### src/rtl/spi_wb_pkg.sv
package spi_wb_pkg;
    typedef enum logic [1:0] {
        CLR_IDLE = 2'd0,
        CLR_SYS  = 2'd1,
        CLR_ENG  = 2'd2
    } clr_phase_e;
endpackage

### src/rtl/swb_fifo.sv
module swb_fifo #(
    parameter int DEPTH = 8,
    parameter int WIDTH = 32
) (
    input  logic                           clk,
    input  logic                           rst_n,
    input  logic                           flush,
    input  logic                           wr_en,
    input  logic [WIDTH-1:0]               wr_data,
    input  logic                           rd_en,
    output logic [WIDTH-1:0]               rd_data,
    output logic [$clog2(DEPTH+1)-1:0]     count,
    output logic                           empty,
    output logic                           full
);
    localparam int AW = $clog2(DEPTH);
    localparam int CW = $clog2(DEPTH + 1);

    typedef struct packed {
        logic [AW-1:0] wp;
        logic [AW-1:0] rp;
        logic [CW-1:0] cnt;
    } fifo_st_t;

    fifo_st_t st_d, st_q;
    logic [WIDTH-1:0] mem_q [DEPTH];
    logic do_wr, do_rd;

    function automatic logic [AW-1:0] ptr_next(input logic [AW-1:0] p);
        return (p == AW'(DEPTH - 1)) ? '0 : p + 1'b1;
    endfunction

    assign empty = (st_q.cnt == '0);
    assign full  = (st_q.cnt == CW'(DEPTH));
    assign count = st_q.cnt;
    assign do_wr = wr_en && !full;
    assign do_rd = rd_en && !empty;
    assign rd_data = empty ? '0 : mem_q[st_q.rp];

    always_comb begin
        st_d = st_q;
        if (flush) begin
            st_d = '0;
        end else begin
            if (do_wr) st_d.wp = ptr_next(st_q.wp);
            if (do_rd) st_d.rp = ptr_next(st_q.rp);
            st_d.cnt = st_q.cnt + CW'(do_wr) - CW'(do_rd);
        end
    end

    always_ff @(posedge clk or negedge rst_n) begin
        if (!rst_n) st_q <= '0;
        else        st_q <= st_d;
    end

    always_ff @(posedge clk) begin
        if (do_wr && !flush) mem_q[st_q.wp] <= wr_data;
    end
endmodule

### src/rtl/swb_clear_seq.sv
module swb_clear_seq
    import spi_wb_pkg::*;
#(
    parameter int SYS_WAIT = 3,
    parameter int ENG_WAIT = 3
) (
    input  logic clk,
    input  logic rst_n,
    input  logic req_tx,
    input  logic req_rx,
    input  logic eng_tick,
    output logic pend_tx,
    output logic pend_rx,
    output logic busy,
    output logic flush_tx,
    output logic flush_rx
);
    localparam int MAXW = (SYS_WAIT > ENG_WAIT) ? SYS_WAIT : ENG_WAIT;
    localparam int CW   = $clog2(MAXW + 1);

    typedef struct packed {
        clr_phase_e    ph;
        logic [CW-1:0] cnt;
        logic          ptx;
        logic          prx;
    } seq_st_t;

    seq_st_t st_d, st_q;

    always_comb begin
        st_d     = st_q;
        flush_tx = 1'b0;
        flush_rx = 1'b0;
        case (st_q.ph)
            CLR_IDLE: begin
                if (req_tx || req_rx) begin
                    st_d.ph  = CLR_SYS;
                    st_d.cnt = '0;
                    st_d.ptx = req_tx;
                    st_d.prx = req_rx;
                end
            end
            CLR_SYS: begin
                st_d.ptx = st_q.ptx | req_tx;
                st_d.prx = st_q.prx | req_rx;
                if (st_q.cnt == CW'(SYS_WAIT - 1)) begin
                    st_d.ph  = CLR_ENG;
                    st_d.cnt = '0;
                end else begin
                    st_d.cnt = st_q.cnt + 1'b1;
                end
            end
            CLR_ENG: begin
                st_d.ptx = st_q.ptx | req_tx;
                st_d.prx = st_q.prx | req_rx;
                if (eng_tick) begin
                    if (st_q.cnt == CW'(ENG_WAIT - 1)) begin
                        flush_tx = st_q.ptx;
                        flush_rx = st_q.prx;
                        st_d.ptx = req_tx;
                        st_d.prx = req_rx;
                        st_d.cnt = '0;
                        st_d.ph  = (req_tx || req_rx) ? CLR_SYS : CLR_IDLE;
                    end else begin
                        st_d.cnt = st_q.cnt + 1'b1;
                    end
                end
            end
            default: st_d = '0;
        endcase
    end

    always_ff @(posedge clk or negedge rst_n) begin
        if (!rst_n) st_q <= '0;
        else        st_q <= st_d;
    end

    assign pend_tx = st_q.ptx;
    assign pend_rx = st_q.prx;
    assign busy    = (st_q.ph != CLR_IDLE);
endmodule

### src/rtl/swb_rx_idle.sv
module swb_rx_idle #(
    parameter int LIMIT = 64
) (
    input  logic clk,
    input  logic rst_n,
    input  logic read_evt,
    input  logic push_evt,
    input  logic flush,
    input  logic fifo_empty,
    input  logic tick,
    output logic timeout
);
    localparam int CW = $clog2(LIMIT + 1);

    typedef struct packed {
        logic [CW-1:0] cnt;
        logic          flag;
    } idle_st_t;

    idle_st_t st_d, st_q;

    always_comb begin
        st_d = st_q;
        if (read_evt || flush) st_d.flag = 1'b0;
        if (read_evt || push_evt || flush) begin
            st_d.cnt = '0;
        end else if (!fifo_empty && tick && st_q.cnt != CW'(LIMIT)) begin
            st_d.cnt = st_q.cnt + 1'b1;
            if (st_q.cnt == CW'(LIMIT - 1)) st_d.flag = 1'b1;
        end
    end

    always_ff @(posedge clk or negedge rst_n) begin
        if (!rst_n) st_q <= '0;
        else        st_q <= st_d;
    end

    assign timeout = st_q.flag;
endmodule

### src/rtl/spi_word_buffers.sv
module spi_word_buffers #(
    parameter int DEPTH         = 8,
    parameter int WIDTH         = 32,
    parameter int TH_W          = 2,
    parameter int TIMEOUT_TICKS = 64,
    parameter int SYS_WAIT      = 3,
    parameter int ENG_WAIT      = 3
) (
    input  logic                       clk,
    input  logic                       rst_n,
    input  logic                       cpu_tx_wr,
    input  logic [WIDTH-1:0]           cpu_tx_wdata,
    input  logic                       cpu_rx_rd,
    output logic [WIDTH-1:0]           cpu_rx_rdata,
    input  logic                       eng_tx_pop,
    output logic [WIDTH-1:0]           eng_tx_data,
    input  logic                       eng_rx_push,
    input  logic [WIDTH-1:0]           eng_rx_data,
    input  logic                       sclk_tick,
    input  logic                       eng_tick,
    input  logic [TH_W-1:0]            rx_thresh,
    input  logic [TH_W-1:0]            tx_thresh,
    input  logic                       clr_tx_req,
    input  logic                       clr_rx_req,
    input  logic                       ovr_clr,
    output logic                       clr_tx_pend,
    output logic                       clr_rx_pend,
    output logic                       clr_busy,
    output logic                       tx_empty,
    output logic                       tx_full,
    output logic [$clog2(DEPTH+1)-1:0] tx_count,
    output logic                       rx_empty,
    output logic                       rx_full,
    output logic [$clog2(DEPTH+1)-1:0] rx_count,
    output logic                       tx_low,
    output logic                       rx_high,
    output logic                       rx_overrun,
    output logic                       rx_timeout
);
    localparam int CW = $clog2(DEPTH + 1);

    typedef struct packed {
        logic ovr;
    } top_st_t;

    top_st_t st_d, st_q;
    logic flush_tx, flush_rx;
    logic rx_drop;

    swb_fifo #(.DEPTH(DEPTH), .WIDTH(WIDTH)) u_tx_fifo (
        .clk     (clk),
        .rst_n   (rst_n),
        .flush   (flush_tx),
        .wr_en   (cpu_tx_wr),
        .wr_data (cpu_tx_wdata),
        .rd_en   (eng_tx_pop),
        .rd_data (eng_tx_data),
        .count   (tx_count),
        .empty   (tx_empty),
        .full    (tx_full)
    );

    swb_fifo #(.DEPTH(DEPTH), .WIDTH(WIDTH)) u_rx_fifo (
        .clk     (clk),
        .rst_n   (rst_n),
        .flush   (flush_rx),
        .wr_en   (eng_rx_push),
        .wr_data (eng_rx_data),
        .rd_en   (cpu_rx_rd),
        .rd_data (cpu_rx_rdata),
        .count   (rx_count),
        .empty   (rx_empty),
        .full    (rx_full)
    );

    swb_clear_seq #(.SYS_WAIT(SYS_WAIT), .ENG_WAIT(ENG_WAIT)) u_clear (
        .clk      (clk),
        .rst_n    (rst_n),
        .req_tx   (clr_tx_req),
        .req_rx   (clr_rx_req),
        .eng_tick (eng_tick),
        .pend_tx  (clr_tx_pend),
        .pend_rx  (clr_rx_pend),
        .busy     (clr_busy),
        .flush_tx (flush_tx),
        .flush_rx (flush_rx)
    );

    swb_rx_idle #(.LIMIT(TIMEOUT_TICKS)) u_idle (
        .clk        (clk),
        .rst_n      (rst_n),
        .read_evt   (cpu_rx_rd),
        .push_evt   (eng_rx_push),
        .flush      (flush_rx),
        .fifo_empty (rx_empty),
        .tick       (sclk_tick),
        .timeout    (rx_timeout)
    );

    assign rx_drop = eng_rx_push && rx_full && !flush_rx;

    always_comb begin
        st_d = st_q;
        if (rx_drop)      st_d.ovr = 1'b1;
        else if (ovr_clr) st_d.ovr = 1'b0;
    end

    always_ff @(posedge clk or negedge rst_n) begin
        if (!rst_n) st_q <= '0;
        else        st_q <= st_d;
    end

    assign rx_overrun = st_q.ovr;
    assign rx_high    = (rx_count > CW'(rx_thresh));
    assign tx_low     = (tx_count <= CW'(tx_thresh));
endmodule

### config.mk
export PLATFORM = sky130hd
export DESIGN_NAME = spi_word_buffers
export DESIGN_NICKNAME = d
export VERILOG_FILES = /design/src/rtl/spi_wb_pkg.sv /design/src/rtl/swb_fifo.sv /design/src/rtl/swb_clear_seq.sv /design/src/rtl/swb_rx_idle.sv /design/src/rtl/spi_word_buffers.sv
export SDC_FILE = /design/constraint.sdc
export NUM_CORES = 1
export LEC_CHECK = 0
export ABC_AREA = 1
export ABC_CLOCK_PERIOD_IN_PS = 8000
export BUFFER_PORTS_ARGS = -buffer_cell sky130_fd_sc_hd__buf_2
export CORE_AREA = 2 2 217 219
export DETAILED_ROUTE_END_ITERATION = 6
export DIE_AREA = 0 0 219 221
export PLACE_DENSITY = 0.77
export SYNTH_ARGS = -nofsm -noshare
export SYNTH_HDL_FRONTEND = slang
export SYNTH_SLANG_ARGS = --single-unit
### constraint.sdc
create_clock -name clk -period 8 [get_ports clk]
set_clock_uncertainty 0.15 [all_clocks]
set_input_delay 0.8 -clock clk [delete_from_list [all_inputs] [get_ports clk]]
set_output_delay 0.8 -clock clk [all_outputs]
set_load 0.02 [all_outputs]
==> impl_results.md, run 1 <==
- Least-Margin Pin Slew: 1190 ps
- Slowest-stage cell, CP: buf_4
- Post-DP Area: 23900 sq um
- F_max: 234 MHz
- Crit path max fanout: 76
- Placer congestion estimate: 0.826
- Critical Path, Cell by Cell: inv_2 -> buf_4 -> o21ai_0 -> nand3_1 -> nand2_1 -> nor2_1 -> buf_2
- Post-route cell area: 25600 sq um
- Final setup vio count: 0
- Max Slew Vio Count: 0
- Placed cell count: 2644
- Core region area: 46100 sq um
- Post-CTS sizing: 0
- Final WS setup: 3720 ps
- Kind of critical path: reg -> out
- IO Port Bufs: 161
- First-pass GRT wire length: 75100 microns
- CTS max path bufs: 3
- Worst hold margin: 149 ps
- GRT Residual Overflow: 0
- Fin nets: 2200
- Initial antenna violation count: 5
- Reg2Reg Depth: 11
- Clock sink total: 547
- Buffers & Inverters on Critical Path: 3
- Die X: 219 microns
- Most frequent cells in the layout: 619 x nor2_1, 512 x edfxtp_1, 305 x o21ai_0
- Count of different cell masters after synthesis: 31
- Slew headroom: 20.5%
- Die Height: 221 microns
- Root buffer cell: clkbuf_16
- CTS tree: built
- Crit path DAT: 3330 ps
- Outcome: finished clean
- Rows: 79
- Post-CTS Hold Fix Bufs: 0
- Setup tns final: 0 ps
- Clock Latency Late Sink: 580 ps
- GRT Util Overall: 19.6%
- Final Hold Vio Count: 0
- Aggregate routed wire length: 48000 microns
- LEAKAGE: 9.47 nW
- Crit path required time: 7050 ps
- Synth Cell Area: 22800 sq um
- Commonest non-fill, non-tap cell in the layout: nor2_1
- CP delay by family, top: buffers and inverters
- Post-route ant nets: 0
- Power Density: 386 nW/um^2
- RSZ-0062 raised after global routing: no
- Vias in the first global route: 14620
- Max-cap check violation count: 0
- Fraction of layout cells with a size suffix above 1: 13.9%
- Vias: 14849
- Vias/cell: 5.41
- Max incr delay on CP: 720 ps
- Worst Hold Class: in -> async
- Die area: 48400 sq um
- Pre-CTS setup slack: 4370 ps
- Fin cells: 2744
- Largest net degree at the start of global routing: 115
- Post-CTS Setup Bufs: 0
- Router iterations before antenna repair: 6
- Min Tclk post-route: 4280 ps
- I/O pins: 162
- Sequential share of the synthesized area: 71.3%
- Setup crit end kind: output pin
- DPL Wire Length: 25700 microns
- Clk slew on worst S/H paths: 60 ps
- Critical path depth in cells: 7
- Tcrit/Tclk final: 53.5%
- # DRC: 0
- Critical Path Source Type: flop
- Htree depth: 2
- Synthesized net count: 2076
- #FFs+latches synth: 547
- Synth Instances: 1968
- Syn avg cell area: 11.6 sq um
- Worst vdd ir: 312 uV
- DR iter-0 viols: 1482
- Starting Density: 49.5%
- Area grow syn2layout: 12.2%
- Synth warnings: 0
- Number of CTS-inserted buffers: 53
- Mean routed wirelength per cell: 17.5 microns
## routing by layer
metal	wire length [microns]	up-vias	track usage, %
met5	33	-	0
met4	976	6	6.45
met3	3560	92	3.64
met2	23800	546	33.3
met1	19600	7167	25.4
li1	-	7038	-
## layout make-up
class	instances	area (sq um)
timing repair buffer	182	963
multi-input combinational	1249	5670
fill	3649	20500
clock buffer	60	1360
inverter	59	221
tap	607	759
sequential	547	16300
antenna	4	10.0
clock inverter	36	340
## where the power goes
| group | switching (W) | leakage, nW | internal (W) | total, W |
|---|---|---|---|---|
| sequential | 0.000156 | 5.08 | 0.00360 | 0.00375 |
| combinational | 0.00262 | 3.56 | 0.00107 | 0.00369 |
| clock | 0.00104 | 0.833 | 0.00139 | 0.00243 |
| total | 0.00382 | 9.47 | 0.00606 | 0.00988 |
## synth_stat cells (all sizes together)
library cell | n | area, sq um
nor2 | 631 | 2380
edfxtp | 512 | 15400
o21ai | 329 | 1650
nand2 | 142 | 538
nand3 | 87 | 435
buf | 75 | 579
inv | 59 | 221
clkbuf | 37 | 176
dfrtp | 35 | 876
ha | 27 | 338
a21oi | 11 | 55.1
nor3 | 9 | 45.0
xnor2 | 3 | 26.3
fa | 2 | 40.0
nand3b | 2 | 15.0
nand4 | 2 | 12.5
o22ai | 2 | 12.5
a21boi | 1 | 7.51
dlymetal6s2s | 1 | 12.5
or2 | 1 | 6.26
## worst paths after layout
| kind | end | slack, ps | start |
|---|---|---|---|
| worst max register to register | u_tx_fifo.count[2] | 4500 | u_tx_fifo.count[2] |
| worst min register to register | u_clear.pend_tx | 350 | u_clear.pend_tx |
| worst min-delay path | u_rx_fifo.count[3] | 150 | rst_n |
| worst max-delay path | eng_tx_data[23] | 3720 | u_tx_fifo.st_q[4] |
| min in group clk | rx_overrun | 290 | ovr_clr |
| max in group asynchronous | u_tx_fifo.st_q[4] | 6960 | rst_n |
## per-stage QoR
stage / util, % / total power (W)
6_report: 55.5 / 0.00988
3_3_place_gp: 51.8 / 0.00737
2_1_floorplan: - / 0.00652
3_5_place_dp: 51.8 / 0.00749
5_1_grt: 55.5 / 0.0105
4_1_cts: 55.5 / 0.00993
## registers in the layout, summed over array words and instances, names as in the netlist, 4 cells and up
register / count
u_rx_fifo.count: 4
u_tx_fifo.st_q: 6
u_clear.st_q: 4
u_tx_fifo.count: 4
u_rx_fifo.st_q: 6
u_tx_fifo.mem_q: 256
u_idle.st_q: 7
u_rx_fifo.mem_q: 256
## cell families (layout without fill, tap and decap cells)
| family | after synthesis | in the layout | share of synthesized area (%) |
|---|---|---|---|
| xor gates and xnor gates | 3 | 3 | 0.115 |
| other | 0 | 4 | 0 |
| AOI/OAI and AO/OA | 343 | 343 | 7.55 |
| buffers and inverters | 172 | 337 | 4.34 |
| DFF | 547 | 547 | 71.3 |
| and+or+nand+nor | 874 | 874 | 15.1 |
| adders and majority gates | 29 | 29 | 1.66 |
No activity file was read; power rests on OpenSTA's default activity.
==> run 2: changes to the inputs <==
ABC_CLOCK_PERIOD_IN_PS = 4110   (was 8000)
clock period = 4.11 ns   (was 8 ns; I/O delays follow)
==> run 2 against run 1 <==
Compared with the run above:
- first-iteration DRC count up 0.88%
- core utilization up 1.5 points
- via count grew 4.2%
- the run now ends with design-rule violations left
- clock power rose by 87%
- critical endpoint is now eng_tx_data[0]
==> impl_results.md, run 2 (synthesis results as in run 1) <==
- CP delay by family, top: buffers and inverters (unchanged)
- Post-route ant nets: 0 (unchanged)
- First-pass GRT wire length: 79700 microns (was 75100 microns)
- Post-CTS sizing: 0 (unchanged)
- Worst hold margin: 36.9 ps (was 149 ps)
- Worst vdd ir: 555 uV (was 312 uV)
- Number of CTS-inserted buffers: 53 (unchanged)
- Final Hold Vio Count: 0 (unchanged)
- Htree depth: 2 (unchanged)
- Largest net degree at the start of global routing: 107 (was 115)
- Register share of total power: 39.0% (was 38.0%)
- Crit path max fanout: 106 (was 76)
- Router iterations before antenna repair: 7 (was 6)
- Power Density: 733 nW/um^2 (was 386 nW/um^2)
- Buffers & Inverters on Critical Path: 3 (unchanged)
- Net Sw Frac: 39.4% (was 38.6%)
- IO Port Bufs: 161 (unchanged)
- Setup crit end kind: output pin (unchanged)
- Core region area: 46100 sq um (unchanged)
- Net Switching: 0.00759 W (was 0.00382 W)
- Starting Density: 49.5% (unchanged)
- Mean routed wirelength per cell: 18.0 microns (was 17.5 microns)
- Tcrit/Tclk final: 85.2%
- # DRC: 1 (was 0)
- Clk slew on worst S/H paths: 60 ps (about the same)
- Vias/cell: 5.49 (was 5.41)
- Crit path required time: 3550 ps (was 7050 ps)
- Cell Int Power: 0.0117 W (was 0.00606 W)
- Fraction of layout cells with a size suffix above 1: 13.4% (was 13.9%)
- Clock Latency Late Sink: 580 ps (about the same)
- Critical Path, Cell by Cell: inv_2 -> buf_12 -> nor2_1 -> o21ai_0 -> nor2_1 -> nor2_1 -> buf_2 (was inv_2 -> buf_4 -> o21ai_0 -> nand3_1 -> nand2_1 -> nor2_1 -> buf_2)
- I/O pins: 162 (unchanged)
- Aggregate routed wire length: 50700 microns (was 48000 microns)
- Kind of critical path: reg -> out (unchanged)
- Most frequent cells in the layout: 619 x nor2_1, 512 x edfxtp_1, 305 x o21ai_0 (unchanged)
- Vias in the first global route: 15341 (was 14620)
- Root buffer cell: clkbuf_16 (unchanged)
- RSZ-0062 raised after global routing: no (unchanged)
- Commonest non-fill, non-tap cell in the layout: nor2_1 (unchanged)
- Initial antenna violation count: 1 (was 5)
- Max incr delay on CP: 640 ps (was 720 ps)
- Area grow syn2layout: 15.3% (was 12.2%)
- Largest regs: u_rx_fifo.mem_q x256, u_tx_fifo.mem_q x256, u_idle.st_q x7 (unchanged)
- Rows: 79 (unchanged)
- Failing checks: design-rule violations
- GRT Util Overall: 20.8% (was 19.6%)
- CTS max path bufs: 3 (unchanged)
- DPL Wire Length: 27500 microns (was 25700 microns)
- Fin nets: 2277 (was 2200)
- Outcome: finished, violations left (was finished clean)
- Setup tns final: 0 ps (unchanged)
- Die X: 219 microns (unchanged)
- Min Tclk post-route: 3500 ps
- Max Slew Vio Count: 0 (unchanged)
- Clk pwr share: 23.6% (was 24.6%)
- Multi-input logic area: 5670 sq um (unchanged)
- Worst Hold Class: in -> reg (was in -> async)
- Fillers: 3573 (was 3649)
- Crit path DAT: 2940 ps (was 3330 ps)
- Final setup vio count: 0 (unchanged)
- GRT Residual Overflow: 0 (unchanged)
- Slew headroom: 16.9% (was 20.5%)
- Least-Margin Pin Slew: 1250 ps (was 1190 ps)
- Slowest-stage cell, CP: dfrtp_4 (was buf_4)
- Die area: 48400 sq um (unchanged)
- Placer congestion estimate: 0.840 (was 0.826)
- Most frequent CP cell: nor2_1
- Die Height: 221 microns (unchanged)
- Post-CTS Setup Bufs: 0 (unchanged)
- LEAKAGE: 9.76 nW (was 9.47 nW)
- Vias: 15469 (was 14849)
- Max-cap check violation count: 0 (unchanged)
- Power share of the combinational group: 37.4% (about the same)
- Critical Path Source Type: flop (unchanged)
- DR iter-0 viols: 1495 (was 1482)
- FF/Latch Area: 16300 sq um (unchanged)
- CTS tree: built (unchanged)
- F_max: 286 MHz
- Clock sink total: 547 (unchanged)
==> run 2: timing repair <==
item	4_1_cts	5_1_grt
hold endpoints to repair	552	0
endpoints found under the setup margin	0	0
hold buffers	71	0
==> run 2: routing by layer <==
layer	wire length [microns]	GRT usage, %
met1	20100	26.5
met2	25300	35.5
met3	3960	3.71
met4	1440	7.54
met5	0	0
==> run 2: through the flow <==
stage	instance area [sq um]	std cells	total power (W)	setup WS (ps)	utilization (%)
after CTS	26300	2819	0.0193	660	57.1
after global routing	26300	2820	0.0204	488	57.1
after global placement	24000	2650	0.0144	1220	52.0
after detailed placement	24000	2650	0.0147	1220	52.0
after floorplan	22800	1968	0.0127	168	-
final	26300	2820	0.0193	608	57.1
==> run 2: layout make-up <==
type,count,area share (%)
antenna,1,0.00952
clock buffer,64,5.20
clock inverter,34,0.942
inverter,59,0.843
multi-input combinational,1249,21.6
sequential,547,61.9
tap,607,2.89
timing repair buffer,259,6.68
==> run 2: path summary, 6_finish.rpt <==
check / from / to / cells past startpoint / slack (ps)
max: u_tx_fifo.st_q[4] / eng_tx_data[0] / 7 / 610
min: eng_tx_pop / u_tx_fifo.st_q[6] / 4 / 40
max reg2reg: u_rx_fifo.count[2] / u_rx_fifo.mem_q[7][4] / 7 / 1220
min reg2reg: u_idle.timeout / u_idle.timeout / 2 / 360
max in group asynchronous: rst_n / u_rx_fifo.st_q[4] / 2 / 2890
min in group asynchronous: rst_n / rx_overrun / 2 / 310
==> run 2: tightest hold or removal path: stages <==
cell and delay [ps]:
buf_2 80, nand2_1 100, nand2_1 80, a21oi_1 60
==> run 2: power groups by stage <==
stage / combinational [W] / sequential, W / clock (W)
final: 0.00721 / 0.00752 / 0.00455
after global routing: 0.00800 / 0.00760 / 0.00482
after detailed placement: 0.00705 / 0.00762 / 0
after CTS: 0.00717 / 0.00751 / 0.00462
after global placement: 0.00684 / 0.00758 / 0
after floorplan: 0.00536 / 0.00734 / 0
==> run 3: changes to the inputs <==
GPL_TIMING_DRIVEN = 0   (was default)
==> run 3 against run 2 <==
Compared with the run above:
- the run now ends clean
- clock power rose by 16%
- routed wire length rose by 14%
- combinational power rose by 19%
- die area did not move
- critical path depth did not move
- maximum frequency rose by 1.4%
- count of clock-buffer cells in the layout fell by 3
- flip-flop and latch count did not move
- final area rose by 5.2%
- global-route usage rose by 3.0 points
==> impl_results.md, run 3 (synthesis results as in run 1) <==
- Outcome: finished clean (was finished, violations left)
- Root buffer cell: clkbuf_16 (unchanged)
- Initial antenna violation count: 4 (was 1)
- Least-Margin Pin Slew: 906 ps (was 1250 ps)
- # DRC: 0 (was 1)
- Kind of critical path: reg -> out (unchanged)
- Final setup vio count: 0 (unchanged)
- Max Slew Vio Count: 0 (unchanged)
- Reg2Reg Depth: 11 (was 7)
- Number of CTS-inserted buffers: 54 (was 53)
- Clock sink total: 547 (unchanged)
- Worst Hold Class: in -> reg (unchanged)
- Fraction of layout cells with a size suffix above 1: 16.7% (was 13.4%)
- Starting Density: 49.5% (unchanged)
- Fin cells: 2949 (was 2820)
- Post-DP Area: 25000 sq um (was 24000 sq um)
- R2r endpoint: u_tx_fifo.mem_q[5][10] (was u_rx_fifo.mem_q[7][4])
- Worst hold start: eng_rx_push (was eng_tx_pop)
- Min Tclk post-route: 3450 ps (was 3500 ps)
- Aggregate routed wire length: 57900 microns (was 50700 microns)
- RSZ-0062 raised after global routing: no (unchanged)
- Vias: 16285 (was 15469)
- Mean routed wirelength per cell: 19.6 microns (was 18.0 microns)
- Worst r2r src: u_tx_fifo.count[2] (was u_rx_fifo.count[2])
- Largest net degree at the start of global routing: 36 (was 107)
- Hold Crit Depth: 5 (was 4)
- Final core utilization: 60.0% (was 57.1%)
- LEAKAGE: 10.5 nW (was 9.76 nW)
- GRT Residual Overflow: 0 (unchanged)
- Die X: 219 microns (unchanged)
- Tcrit/Tclk final: 84.0% (was 85.2%)
- CTS tree: built (unchanged)
- Placed cell count: 2772 (was 2650)
- IO Port Bufs: 161 (unchanged)
- Area grow syn2layout: 21.3% (was 15.3%)
- Power Density: 766 nW/um^2 (was 733 nW/um^2)
- Post-CTS sizing: 0 (unchanged)
- Slowest-stage cell, CP: clkbuf_1 (was dfrtp_4)
- I/O pins: 162 (unchanged)
- Commonest non-fill, non-tap cell in the layout: nor2_1 (unchanged)
- Worst vdd ir: 568 uV (was 555 uV)
- F_max: 290 MHz (was 286 MHz)
- Critical Path Source Type: flop (unchanged)
- Die area: 48400 sq um (unchanged)
- Setup crit end kind: output pin (unchanged)
- Max-cap check violation count: 0 (unchanged)
- Reg2Reg Setup Slack: 1080 ps (was 1220 ps)
- Max incr delay on CP: 570 ps (was 640 ps)
- Router iterations before antenna repair: 6 (was 7)
- Crit path required time: 3550 ps (about the same)
- Core region area: 46100 sq um (unchanged)
- Slew headroom: 39.3% (was 16.9%)
- Fin nets: 2401 (was 2277)
- Placer congestion estimate: 0.861 (was 0.840)
- Clk slew on worst S/H paths: 60 ps (about the same)
- Vias in the first global route: 16230 (was 15341)
- Pre-CTS setup slack: 1050 ps (was 1220 ps)
- Post-route ant nets: 0 (unchanged)
- Vias/cell: 5.52 (was 5.49)
- CTS max path bufs: 3 (unchanged)
- Htree depth: 2 (unchanged)
- Largest regs: u_rx_fifo.mem_q x256, u_tx_fifo.mem_q x256, u_idle.st_q x7 (unchanged)
- Final Hold Vio Count: 0 (unchanged)
- First-pass GRT wire length: 88700 microns (was 79700 microns)
- Setup tns final: 0 ps (unchanged)
- Crit path max fanout: 10 (was 106)
- Hold Path Sink: u_idle.st_q[5] (was u_tx_fifo.st_q[6])
- DPL Wire Length: 37100 microns (was 27500 microns)
- Critical Path, Cell by Cell: inv_1 -> ha_1 -> nand3_1 -> clkbuf_1 -> nand2_1 -> nor2_1 -> buf_2 (was inv_2 -> buf_12 -> nor2_1 -> o21ai_0 -> nor2_1 -> nor2_1 -> buf_2)
- Rows: 79 (unchanged)
- DR iter-0 viols: 1972 (was 1495)
- Crit path DAT: 2890 ps (was 2940 ps)
- Clock Latency Late Sink: 590 ps (was 580 ps)
- Most frequent cells in the layout: 619 x nor2_1, 512 x edfxtp_1, 305 x o21ai_0 (unchanged)
- Final WS setup: 657 ps (was 608 ps)
- Post-CTS Setup Bufs: 0 (unchanged)
- Post-route cell area: 27600 sq um (was 26300 sq um)
- GRT Util Overall: 23.8% (was 20.8%)
- Die Height: 221 microns (unchanged)
run 3: cell types whose count changed in the layout (fill, tap and decap cells not counted), sizes merged, moves of 2 or more:
cell,delta
inv,+2
clkinvlp,+4
clkbuf,+34
bufinv,+8
buf,+84
diode,+2
clkinv,-7
run 3: area by class of cell:
| class | instances | area, sq um |
|---|---|---|
| antenna | 3 | 7.51 |
| buffer | 113 | 768 |
| clock buffer | 61 | 1400 |
| clock inverter | 41 | 542 |
| fill | 3460 | 18400 |
| inverter | 59 | 221 |
| multi-input combinational | 1249 | 5660 |
| sequential | 547 | 16300 |
| tap | 607 | 759 |
| timing repair buffer | 269 | 2040 |
run 3: worst max-delay path by stage:
stage / start / end / slack [ps]
finish: u_tx_fifo.count[2] / eng_tx_data[22] / 660
global route: u_tx_fifo.count[2] / eng_tx_data[22] / 570
CTS: u_tx_fifo.count[2] / eng_tx_data[22] / 700
detailed placement: u_tx_fifo.count[2] / u_tx_fifo.mem_q[5][10] / 1050
global placement: u_tx_fifo.count[2] / u_tx_fifo.mem_q[3][9] / -1960
floorplan: u_tx_fifo.count[2] / u_tx_fifo.mem_q[6][0] / 170
run 3: critical path: cells and delay by family, from the launching register on:
| kind | cells | cell delay [ps] |
|---|---|---|
| buffers and inverters | 3 | 900 |
| flip-flops | 1 | 360 |
| adder cells (fa/ha/maj) | 1 | 240 |
| AND/OR/NAND/NOR | 3 | 800 |
run 3: power breakdown:
| part | leakage (nW) | switching, W | total, W | internal [W] |
|---|---|---|---|---|
| sequential | 5.08 | 0.000292 | 0.00727 | 0.00697 |
| combinational | 4.45 | 0.00588 | 0.00861 | 0.00273 |
| clock | 0.920 | 0.00218 | 0.00530 | 0.00312 |
| total | 10.5 | 0.00836 | 0.0212 | 0.0128 |
run 3: what timing repair did:
item | 4_1_cts | 5_1_grt
hold buffers | 72 | 0
hold endpoints to repair | 554 | 0
setup endpoints to repair | 0 | 0
run 3: through the flow:
stage          total power, W  hold WS (ps)
2_1_floorplan          0.0127         -34.6
3_3_place_gp           0.0153           345
3_5_place_dp           0.0158           342
4_1_cts                0.0211          16.3
5_1_grt                0.0223          48.8
6_report               0.0212          67.7
run 3: metal layers:
metal	global-route usage, %	vias up	part of all wire, %
met5	0	-	0.022
met4	8.91	2	3.0
met1	29.7	7824	38
li1	-	7462	-
met3	4.56	141	9.1
met2	41.0	856	50
